### config.mk
export PLATFORM = sky130hd
export DESIGN_NAME = shint_ctrl
export DESIGN_NICKNAME = d
export VERILOG_FILES = /design/src/rtl/shint_pkg.sv /design/src/rtl/shint_src.sv /design/src/rtl/shint_route.sv /design/src/rtl/shint_ctrl.sv
export SDC_FILE = /design/constraint.sdc
export NUM_CORES = 1
export LEC_CHECK = 0
export CORE_MARGIN = 10
export CORE_UTILIZATION = 45
export DETAILED_ROUTE_END_ITERATION = 7
export PLACE_DENSITY = 0.63
export SETUP_SLACK_MARGIN = 0.2
export SLEW_MARGIN = 20
export SYNTH_ARGS = -nofsm -noshare
export SYNTH_HDL_FRONTEND = slang
export SYNTH_SLANG_ARGS = --single-unit
### constraint.sdc
create_clock -name clk -period 3.05 [get_ports clk]
set_input_delay 0.305 -clock clk [delete_from_list [all_inputs] [get_ports clk]]
set_output_delay 0.305 -clock clk [all_outputs]
set_load 0.01 [all_outputs]
### src/rtl/shint_pkg.sv
package shint_pkg;

    localparam int ADDR_W = 10;
    localparam int DATA_W = 32;
    localparam int IDX_W  = 8;

    // Decoded register region of the current bus address
    typedef enum logic [3:0] {
        REG_NONE,
        REG_CFG,
        REG_SMASK,
        REG_RMASK,
        REG_EDGE,
        REG_POL,
        REG_TRIG,
        REG_DUAL,
        REG_PEND,
        REG_PINMAP,
        REG_CPUMAP
    } reg_sel_e;

endpackage

### src/rtl/shint_src.sv
module shint_src (
    input  logic clk,
    input  logic rst_n,
    input  logic in_i,
    input  logic pol_i,
    input  logic trig_i,
    input  logic dual_i,
    input  logic sw_set_i,
    input  logic sw_clr_i,
    output logic pend_o
);
    logic in_q;
    logic latch_q;
    logic arm_q;
    logic rise;
    logic fall;
    logic hit;

    assign rise = in_i & ~in_q;
    assign fall = ~in_i & in_q;
    assign hit  = trig_i & (dual_i ? (rise | fall) : (pol_i ? rise : fall));

    always_ff @(posedge clk or negedge rst_n) begin
        if (!rst_n) begin
            in_q    <= 1'b0;
            latch_q <= 1'b0;
            arm_q   <= 1'b0;
        end else begin
            in_q  <= in_i;
            arm_q <= 1'b1;
            if (hit || sw_set_i)
                latch_q <= 1'b1;
            else if (sw_clr_i)
                latch_q <= 1'b0;
        end
    end

    assign pend_o = trig_i ? latch_q : (pol_i ? in_q : ~in_q);

    assert_ipi_set_R6: assert property (@(posedge clk) disable iff (!rst_n)
        sw_set_i |=> latch_q);

    assert_edge_hold_R3: assert property (@(posedge clk) disable iff (!rst_n)
        (latch_q && !sw_clr_i) |=> latch_q);

    assert_level_track_R2: assert property (@(posedge clk) disable iff (!rst_n)
        (arm_q && !trig_i) |-> (pend_o == (pol_i ? $past(in_i) : !$past(in_i))));

endmodule

### src/rtl/shint_route.sv
module shint_route #(
    parameter int NUM_SRC = 16,
    parameter int NUM_CPU = 2,
    parameter int NUM_PIN = 4,
    parameter int PIN_W   = 2
) (
    input  logic                              clk,
    input  logic                              rst_n,
    input  logic [NUM_SRC-1:0]                pend_i,
    input  logic [NUM_SRC-1:0]                mask_i,
    input  logic [NUM_SRC-1:0]                map_en_i,
    input  logic [NUM_SRC-1:0][PIN_W-1:0]     pin_i,
    input  logic [NUM_SRC-1:0][NUM_CPU-1:0]   cpu_i,
    output logic [NUM_CPU*NUM_PIN-1:0]        irq_o
);
    logic [NUM_SRC-1:0] act;
    assign act = pend_i & mask_i & map_en_i;

    for (genvar c = 0; c < NUM_CPU; c++) begin : g_cpu
        for (genvar p = 0; p < NUM_PIN; p++) begin : g_pin
            logic acc;
            always_comb begin
                acc = 1'b0;
                for (int s = 0; s < NUM_SRC; s++)
                    acc = acc | (act[s] & cpu_i[s][c] & (pin_i[s] == PIN_W'(p)));
            end
            assign irq_o[c*NUM_PIN+p] = acc;
        end
    end

    assert_mask_gate_R5: assert property (@(posedge clk) disable iff (!rst_n)
        ((pend_i & mask_i) == '0) |-> (irq_o == '0));

    assert_unmapped_R8: assert property (@(posedge clk) disable iff (!rst_n)
        (map_en_i == '0) |-> (irq_o == '0));

endmodule

### src/rtl/shint_ctrl.sv
module shint_ctrl
    import shint_pkg::*;
#(
    parameter int NUM_SRC = 16,
    parameter int NUM_CPU = 2,
    parameter int NUM_PIN = 4
) (
    input  logic                       clk,
    input  logic                       rst_n,
    input  logic [NUM_SRC-1:0]         src_in,
    input  logic                       bus_wr,
    input  logic [9:0]                 bus_addr,
    input  logic [31:0]                bus_wdata,
    output logic [31:0]                bus_rdata,
    output logic [NUM_CPU*NUM_PIN-1:0] irq_out
);
    localparam int NW     = (NUM_SRC + 31) / 32;
    localparam int PIN_W  = (NUM_PIN > 1) ? $clog2(NUM_PIN) : 1;
    localparam int SRC_W  = (NUM_SRC > 1) ? $clog2(NUM_SRC) : 1;
    localparam int WID_W  = (NW > 1) ? $clog2(NW) : 1;
    localparam int CFG_N  = NUM_SRC / 8 - 1;
    localparam logic [8:0] SRC_LIM = 9'(NUM_SRC);
    localparam logic [4:0] NW_LIM  = 5'(NW);

    logic [NUM_SRC-1:0]              pol_q, trig_q, dual_q, mask_q, pin_en_q;
    logic [NUM_SRC-1:0][PIN_W-1:0]   pin_q;
    logic [NUM_SRC-1:0][NUM_CPU-1:0] cpu_q;
    logic [NUM_SRC-1:0]              pend;
    logic [NUM_SRC-1:0]              sw_set, sw_clr;

    reg_sel_e          reg_sel;
    logic [3:0]        widx;
    logic [IDX_W-1:0]  sidx;
    logic              widx_ok, sidx_ok, widx_idx_ok;
    logic [IDX_W-1:0]  wr_idx;
    logic              wr_idx_ok;
    logic [WID_W-1:0]  widx_t;
    logic [SRC_W-1:0]  sidx_t;

    // Address decode
    always_comb begin
        reg_sel = REG_NONE;
        unique case (bus_addr[9:8])
            2'd0: begin
                unique case (bus_addr[7:4])
                    4'h0: begin
                        unique case (bus_addr[3:0])
                            4'h0:    reg_sel = REG_CFG;
                            4'h1:    reg_sel = REG_SMASK;
                            4'h2:    reg_sel = REG_RMASK;
                            4'h3:    reg_sel = REG_EDGE;
                            default: reg_sel = REG_NONE;
                        endcase
                    end
                    4'h1:    reg_sel = REG_POL;
                    4'h2:    reg_sel = REG_TRIG;
                    4'h3:    reg_sel = REG_DUAL;
                    4'h4:    reg_sel = REG_PEND;
                    default: reg_sel = REG_NONE;
                endcase
            end
            2'd1:    reg_sel = REG_PINMAP;
            2'd2:    reg_sel = REG_CPUMAP;
            default: reg_sel = REG_NONE;
        endcase
    end

    assign widx      = bus_addr[3:0];
    assign sidx      = bus_addr[7:0];
    assign widx_ok   = ({1'b0, widx} < NW_LIM);
    assign sidx_ok   = ({1'b0, sidx} < SRC_LIM);
    assign widx_t    = widx[WID_W-1:0];
    assign sidx_t    = sidx[SRC_W-1:0];
    assign wr_idx    = bus_wdata[IDX_W-1:0];
    assign wr_idx_ok = ({1'b0, wr_idx} < SRC_LIM);
    assign widx_idx_ok = widx_ok;

    // Edge-write strobes: bit 31 selects set (software interrupt) or clear (acknowledge)
    always_comb begin
        for (int s = 0; s < NUM_SRC; s++) begin
            sw_set[s] = bus_wr && (reg_sel == REG_EDGE) && (wr_idx == IDX_W'(s)) &&  bus_wdata[31];
            sw_clr[s] = bus_wr && (reg_sel == REG_EDGE) && (wr_idx == IDX_W'(s)) && !bus_wdata[31];
        end
    end

    // Configuration registers
    always_ff @(posedge clk or negedge rst_n) begin
        if (!rst_n) begin
            pol_q    <= '1;
            trig_q   <= '0;
            dual_q   <= '0;
            mask_q   <= '0;
            pin_en_q <= '0;
            pin_q    <= '0;
            cpu_q    <= '0;
        end else if (bus_wr) begin
            for (int s = 0; s < NUM_SRC; s++) begin
                if (widx == 4'(s / 32)) begin
                    if (reg_sel == REG_POL)  pol_q[s]  <= bus_wdata[s % 32];
                    if (reg_sel == REG_TRIG) trig_q[s] <= bus_wdata[s % 32];
                    if (reg_sel == REG_DUAL) dual_q[s] <= bus_wdata[s % 32];
                end
                if (wr_idx == IDX_W'(s)) begin
                    if (reg_sel == REG_SMASK) mask_q[s] <= 1'b1;
                    if (reg_sel == REG_RMASK) mask_q[s] <= 1'b0;
                end
                if (sidx == IDX_W'(s)) begin
                    if (reg_sel == REG_PINMAP) begin
                        pin_en_q[s] <= bus_wdata[31];
                        pin_q[s]    <= bus_wdata[PIN_W-1:0];
                    end
                    if (reg_sel == REG_CPUMAP)
                        cpu_q[s] <= bus_wdata[NUM_CPU-1:0];
                end
            end
        end
    end

    // Per-source sense conditioning
    for (genvar s = 0; s < NUM_SRC; s++) begin : g_src
        shint_src u_src (
            .clk      (clk),
            .rst_n    (rst_n),
            .in_i     (src_in[s]),
            .pol_i    (pol_q[s]),
            .trig_i   (trig_q[s]),
            .dual_i   (dual_q[s]),
            .sw_set_i (sw_set[s]),
            .sw_clr_i (sw_clr[s]),
            .pend_o   (pend[s])
        );
    end

    shint_route #(
        .NUM_SRC (NUM_SRC),
        .NUM_CPU (NUM_CPU),
        .NUM_PIN (NUM_PIN),
        .PIN_W   (PIN_W)
    ) u_route (
        .clk      (clk),
        .rst_n    (rst_n),
        .pend_i   (pend),
        .mask_i   (mask_q),
        .map_en_i (pin_en_q),
        .pin_i    (pin_q),
        .cpu_i    (cpu_q),
        .irq_o    (irq_out)
    );

    // Read path
    logic [NW-1:0][31:0] pol_w, trig_w, dual_w, pend_w;
    assign pol_w  = (NW*32)'(pol_q);
    assign trig_w = (NW*32)'(trig_q);
    assign dual_w = (NW*32)'(dual_q);
    assign pend_w = (NW*32)'(pend);

    always_comb begin
        bus_rdata = '0;
        unique case (reg_sel)
            REG_CFG:    bus_rdata = 32'(CFG_N);
            REG_POL:    if (widx_idx_ok) bus_rdata = pol_w[widx_t];
            REG_TRIG:   if (widx_idx_ok) bus_rdata = trig_w[widx_t];
            REG_DUAL:   if (widx_idx_ok) bus_rdata = dual_w[widx_t];
            REG_PEND:   if (widx_idx_ok) bus_rdata = pend_w[widx_t];
            REG_PINMAP: if (sidx_ok) bus_rdata = {pin_en_q[sidx_t], {(31-PIN_W){1'b0}}, pin_q[sidx_t]};
            REG_CPUMAP: if (sidx_ok) bus_rdata = 32'(cpu_q[sidx_t]);
            default:    bus_rdata = '0;
        endcase
    end

    assert_smask_R5: assert property (@(posedge clk) disable iff (!rst_n)
        (bus_wr && reg_sel == REG_SMASK && wr_idx_ok) |=> mask_q[$past(wr_idx[SRC_W-1:0])]);

    assert_rmask_R5: assert property (@(posedge clk) disable iff (!rst_n)
        (bus_wr && reg_sel == REG_RMASK && wr_idx_ok) |=> !mask_q[$past(wr_idx[SRC_W-1:0])]);

    assert_bad_index_R5: assert property (@(posedge clk) disable iff (!rst_n)
        (bus_wr && (reg_sel == REG_SMASK || reg_sel == REG_RMASK) && !wr_idx_ok) |=> $stable(mask_q));

endmodule

==> results of run 1 <==
## registers in the layout, summed over array words and instances, names as in the netlist
signal and count:
g_src.u_src.in_q 16, cpu_q 32, pin_en_q 16, trig_q 16, pol_q 16, pin_q 32, dual_q 16, g_src.u_src.latch_q 16
mask_q 16
## area by class of cell
| type | instances | area (um2) |
|---|---|---|
| fill | 2048 | 9600 |
| timing repair buffer | 282 | 2440 |
| sequential | 176 | 4430 |
| tap | 324 | 405 |
| clock inverter | 14 | 164 |
| inverter | 55 | 206 |
| multi-input combinational | 793 | 6720 |
| clock buffer | 18 | 429 |
## cells in the final DEF, fill, tap and decap left out, types with 7 or more instances in the layout
| master | count |
|---|---|
| nor2_1 | 53 |
| nor3_1 | 21 |
| buf_12 | 14 |
| buf_6 | 12 |
| nor4_1 | 10 |
| a211oi_1 | 14 |
| a211oi_2 | 7 |
| nand2_1 | 88 |
| clkdlybuf4s50_1 | 34 |
| nand4_1 | 13 |
| buf_2 | 21 |
| mux2_2 | 132 |
| nor3b_1 | 18 |
| ha_1 | 32 |
| o21ai_0 | 13 |
| nand3_1 | 29 |
| conb_1 | 15 |
| mux2i_1 | 9 |
| a222oi_1 | 12 |
| a21oi_1 | 31 |
| and3_1 | 19 |
| buf_4 | 182 |
| nand2b_1 | 18 |
| dfstp_2 | 16 |
| nand3_2 | 10 |
| clkbuf_16 | 17 |
| nor2b_1 | 26 |
| xor2_2 | 8 |
| mux2_1 | 31 |
| dfrtp_1 | 158 |
| o22ai_1 | 28 |
| mux4_2 | 21 |
| inv_1 | 53 |
| xor2_1 | 7 |
| o32ai_1 | 8 |
## power by group
group | internal, mW | switching [mW] | leakage, nW
Combinational | 0.267 | 0.329 | 4.05
Clock | 1.11 | 1.08 | 0.286
Sequential | 2.36 | 0.0289 | 2.36
## repair_timing
| item | in CTS | in global routing |
|---|---|---|
| setup buffers | 31 | 14 |
| endpoints found under the setup margin | 25 | 25 |
| hold endpoints to repair | 49 | 0 |
| hold buffers | 1 | 0 |
| resized for setup | 176 | 45 |
| pin swaps | 45 | 29 |
| gates cloned | 3 | 1 |
## routing by layer
| layer | vias to the layer above | part of all wire (%) | global-route usage (%) |
|---|---|---|---|
| met3 | 42 | 8.0 | 6.08 |
| met1 | 4984 | 44 | 32.7 |
| met5 | - | 0 | 0 |
| li1 | 4471 | - | - |
| met2 | 361 | 46 | 38.5 |
| met4 | 0 | 1.6 | 6.43 |
## per-stage QoR
stage               cells  setup WS (ns)  util [%]  hold WS [ns]  TNS, ns
finish               1662         0.0199      60.6         0.353        0
global route         1662        -0.0539      60.6         0.352  -0.0539
CTS                  1647        -0.0121      59.7         0.348  -0.0121
detailed placement   1580         -0.420      54.7         0.341   -10.12
global placement     1580         -0.392      54.7         0.349    -8.42
floorplan            1095          0.200         -       0.00941        0
## worst max-delay path by stage
stage / from / endpoint / slack (ns) / depth (start not counted)
floorplan: bus_addr[9] / bus_rdata[15] / 0.20 / 10
global placement: bus_addr[8] / bus_rdata[15] / -0.39 / 11
detailed placement: bus_addr[8] / bus_rdata[15] / -0.42 / 11
CTS: pol_q[5] / irq_out[5] / -0.01 / 7
global route: pol_q[5] / irq_out[5] / -0.05 / 7
finish: pol_q[2] / irq_out[5] / 0.02 / 9
## cell families (layout without fill, tap and decap cells)
group,count (synthesis),after routing,share of synthesized area [%]
xor gates and xnor gates,17,17,1.33
adders and majority gates,34,34,3.79
buffers and inverters,126,369,5.38
DFF,176,176,39.4
other,1,15,0.0334
and+or+nand+nor,361,361,17.5
muxes,193,193,21.4
AOI/OAI and AO/OA,173,173,11.1
==> results.json, run 1 <==
{
  "maxSlewHeadroom_pct": 58.4,
  "path_clk_slew_ns": 0.08,
  "slew_violations": 0,
  "gp_congestion": 0.990,
  "dp_hpwl_mm": 29.0,
  "core_region_area_um2": 24400,
  "timing.final.crit_share_pct": 99.3,
  "crit_buf_inv": 3,
  "end_kind": "output port",
  "rows": 57,
  "antenna_found_initial": 0,
  "cp.required_ns": 2.74,
  "root_buffer": "clkbuf_16",
  "postRouteAntennaNets": 0,
  "grt_max_degree": 65,
  "drcViolationCount": 0,
  "status": "completed",
  "io_pins": 101,
  "power_density_nw_per_um2": 350,
  "hold_end": "g_src[7].u_src.in_q",
  "hp-start": "src_in[7]",
  "areaGrowthSynthToFinish_pct": 31.8,
  "r2r_start": "g_src[14].u_src.in_q",
  "tightest_slew_ns": 0.624,
  "hp-class": "input pin to flip-flop",
  "cts_num_sinks": 176,
  "yosysWarningCount": 0,
  "ys_types": 70,
  "globalRouteTotalUtil_pct": 24.4,
  "floorplan.initialDensity_pct": 46.0,
  "place_area_um2": 13400,
  "clockBufferDepth": 2,
  "synthFlopType": "dfrtp_1",
  "max_cap_violations": 0,
  "synth-seq-cells": 176,
  "worst_path_largest_cell_delay_ns": 0.56,
  "yosysMostFrequentCell": "dfrtp_1",
  "ys_seq_area_share_pct": 39.4,
  "clock_skew_ns": 0.0104,
  "htreeDepth": 4,
  "synth.avg_cell_area_um2": 10.4,
  "die_x_um": 178,
  "path_class": "flip-flop to output port",
  "setup_violations": 0,
  "nets": 1420,
  "diodes": 0,
  "cp-start-kind": "flip-flop",
  "power_mw": 5.17,
  "r2r-end": "g_src[14].u_src.latch_q",
  "fin_crit_ns": 3.03,
  "syn_inst": 1081,
  "layout-drive-gt1-share_pct": 40.4,
  "cts_tree": "yes",
  "vias": 9858,
  "cts_buffers": 17,
  "die_h_um": 178,
  "hold_violations": 0,
  "synth_area_leaders": "dfrtp_1 (36%), mux2_2 (13%), mux4_2 (4.2%)",
  "gr-total-overflow": 0,
  "rsz0062_at_grt": "true",
  "synth_area_um2": 11200,
  "crit_slowest_cell": "dfstp_2",
  "wl_mm": 38.7,
  "grt_pass1_wl_mm": 59.0,
  "synth_edf_count": 0,
  "crit_family": "simple AND/OR/NAND/NOR gates",
  "yosys-top-cells-count": "dfrtp_1 (160), mux2_2 (132), nand2_1 (91), nor2_1 (56), inv_1 (55)",
  "vias_per_cell": 5.93,
  "r2r_slack_ns": 1.55,
  "crit_arrival_ns": 2.73,
  "portBuffers": 70,
  "grt_pass1_vias": 9992,
  "fmax_mhz": 330,
  "postLayoutCellArea_um2": 14800,
  "whs_path_depth": 1,
  "synth_top_area_cell": "dfrtp_1",
  "drt-wirelength-per-cell_um": 23.3,
  "reg2regPathDepth": 6,
  "crit_chain": "xor2_2 > a211oi_2 > buf_4 > nand2_2 > buf_6 > o32ai_1 > or4_4 > or4_4 > buf_6",
  "ir_worst_vdd_uv": 277,
  "drt-initial-drc-count": 965,
  "path_max_fanout": 4,
  "leakagePower_nw": 6.70,
  "dieArea_um2": 31600,
  "clk_latency_ns": 0.45,
  "synth.top_cell.area_share_pct": 35.7,
  "dr.pass1.iters": 7,
  "async_flop_share_pct": 100
}
Power figures use the tool's default switching activity.
==> run 2, diff against run 1 <==
--- a/config.mk
+++ b/config.mk
@@ -5,7 +5,6 @@
 export SDC_FILE = /design/constraint.sdc
 export NUM_CORES = 1
 export LEC_CHECK = 0
-export CORE_MARGIN = 10
 export CORE_UTILIZATION = 45
 export DETAILED_ROUTE_END_ITERATION = 7
 export PLACE_DENSITY = 0.63
==> run 2 against run 1 <==
Compared with the run above:
- the run now ends with setup timing left
- register-to-register slack lost 0.06 ns
- via count shrank 0.65%
- highest routed layer unchanged
- hold slack gained 0.0093 ns
- critical path type unchanged
==> results.json, run 2 (synthesized netlist as in run 1, its figures left out) <==
{
  "cp.required_ns": 2.74,
  "power_density_nw_per_um2": 360,
  "path_class": "flip-flop to output port",
  "crit_chain": "xor2_2 > o21ai_2 > nand4b_1 > buf_4 > o32ai_1 > or4_4 > or4_1 > buf_2",
  "setup_violations": 1,
  "place_area_um2": 13300,
  "cts_buffers": 17,
  "nets": 1406,
  "vias_per_cell": 5.94,
  "max_cap_violations": 0,
  "fmax_mhz": 320,
  "vias": 9794,
  "whs_path_depth": 1,
  "clk_latency_ns": 0.44,
  "fin_util_pct": 60.2,
  "dp_slack_ns": -0.388,
  "hp-start": "src_in[12]",
  "cts_num_sinks": 176,
  "topRoutingLayerUsed": "met4",
  "r2r-end": "g_src[4].u_src.latch_q",
  "routedLengthMet1_mm": 17.2,
  "dp_hpwl_mm": 27.9,
  "hold_end": "g_src[12].u_src.in_q",
  "gr-total-overflow": 0,
  "floorplan.initialDensity_pct": 46.0,
  "cp-start-kind": "flip-flop",
  "reg.largest.list": "cpu_q: 32 flops, pin_q: 32 flops",
  "postRouteAntennaNets": 0,
  "r2r_start": "pol_q[4]",
  "leakagePower_nw": 6.72,
  "path_clk_slew_ns": 0.08,
  "die_h_um": 160,
  "r2r_slack_ns": 1.49,
  "cts_tree": "yes",
  "dr.pass1.iters": 8,
  "drt-wirelength-per-cell_um": 23.1,
  "die_x_um": 160,
  "crit_slowest_cell": "dfstp_2",
  "postLayoutCellArea_um2": 14700,
  "hp-class": "input pin to flip-flop",
  "root_buffer": "clkbuf_16",
  "power_mw": 5.30,
  "final_common_cell": "buf_4",
  "maxSlewHeadroom_pct": 43.5,
  "grt_max_degree": 84,
  "hold_violations": 0,
  "wl_mm": 38.1,
  "fillers": 2116,
  "io_pins": 101,
  "fin_crit_ns": 3.12,
  "clockBufferDepth": 2,
  "drt-initial-drc-count": 880,
  "core_region_area_um2": 24400,
  "violations": "setup timing",
  "tightest_slew_ns": 0.848,
  "crit_buf_inv": 2,
  "ir_worst_vdd_uv": 368,
  "gp_congestion": 0.955,
  "crit_family": "simple AND/OR/NAND/NOR gates",
  "final_cells": 1648,
  "grt_pass1_wl_mm": 58.3,
  "reg2regPathDepth": 4,
  "dieArea_um2": 25600,
  "dp.cells": 1575,
  "slew_violations": 0,
  "htreeDepth": 4,
  "layout-drive-gt1-share_pct": 40.5,
  "rsz0062_at_grt": "true",
  "hold_ws_ns": 0.362,
  "antenna_found_initial": 0,
  "portBuffers": 70,
  "end_kind": "output port",
  "wl_met3_mm": 2.71,
  "drcViolationCount": 0,
  "clock_skew_ns": 0.00807,
  "timing.final.crit_share_pct": 102,
  "status": "finished with violations",
  "areaGrowthSynthToFinish_pct": 31.0,
  "grt_pass1_vias": 9750,
  "worst_path_largest_cell_delay_ns": 0.56,
  "diodes": 0,
  "final_cell_mix": "buf_4 (176), dfrtp_1 (159), mux2_2 (132), nand2_1 (86), inv_1 (54)",
  "globalRouteTotalUtil_pct": 30.2,
  "rows": 57,
  "setup_slack_ns": -0.0747,
  "final.setup.tns_ns": -0.0747,
  "path_max_fanout": 2,
  "wl_met2_mm": 17.3,
  "crit_arrival_ns": 2.82
}
-- run 2: cell types whose count changed in the layout (fill, tap and decap cells not counted), moves of 3 or more --
cell and change:
nor3_2 +7, buf_4 -6, buf_6 -6, nor3_1 -6, clkbuf_2 +5, a211oi_2 +3
clkdlybuf4s15_2 -3, clkinv_8 -3, nand2b_1 -3
-- run 2: routing by layer --
metal  GRT usage (%)  vias to the layer above
met3            6.21                       54
li1                -                     4444
met4            9.00                        0
met2            46.2                      384
met1            43.1                     4912
met5               0                        -
-- run 2: how the worst max path moves through the flow --
stage | from | end | cells after the start
floorplan | bus_addr[9] | bus_rdata[15] | 10
global placement | bus_addr[8] | bus_rdata[9] | 11
detailed placement | bus_addr[8] | bus_rdata[9] | 11
CTS | pol_q[4] | irq_out[5] | 9
global route | pol_q[5] | irq_out[5] | 8
finish | pol_q[5] | irq_out[5] | 8
-- run 2: what timing repair did --
item	4_1_cts	5_1_grt
setup buffers	25	11
gates resized for setup	165	57
pin swaps	36	38
cloned	3	1
hold buffers	1	0
endpoints found under the hold margin	70	0
setup endpoints to repair	25	24
-- run 2: worst reg2reg max path: cells and delay by family, from the launching register on --
kind / cells / cell delay (ns)
AOI/OAI and AO/OA: 2 / 0.43
buffers and inverters: 1 / 0.13
DFF: 1 / 0.55
muxes: 1 / 0.32
-- run 2: layout make-up --
cell class,count,area (um2),share of cell area [%]
multi-input cells,793,6750,45.9
flip-flops and latches,176,4430,30.1
repair buffers,268,2280,15.5
clock buffers,18,439,2.99
well taps,324,405,2.76
inverters,55,206,1.40
clock inverters,14,185,1.26
-- run 2: power by group --
part / internal, mW / switching (mW) / leakage [nW]
Clock: 1.28 / 1.06 / 0.308
Sequential: 2.36 / 0.0282 / 2.36
Combinational: 0.248 / 0.322 / 4.05
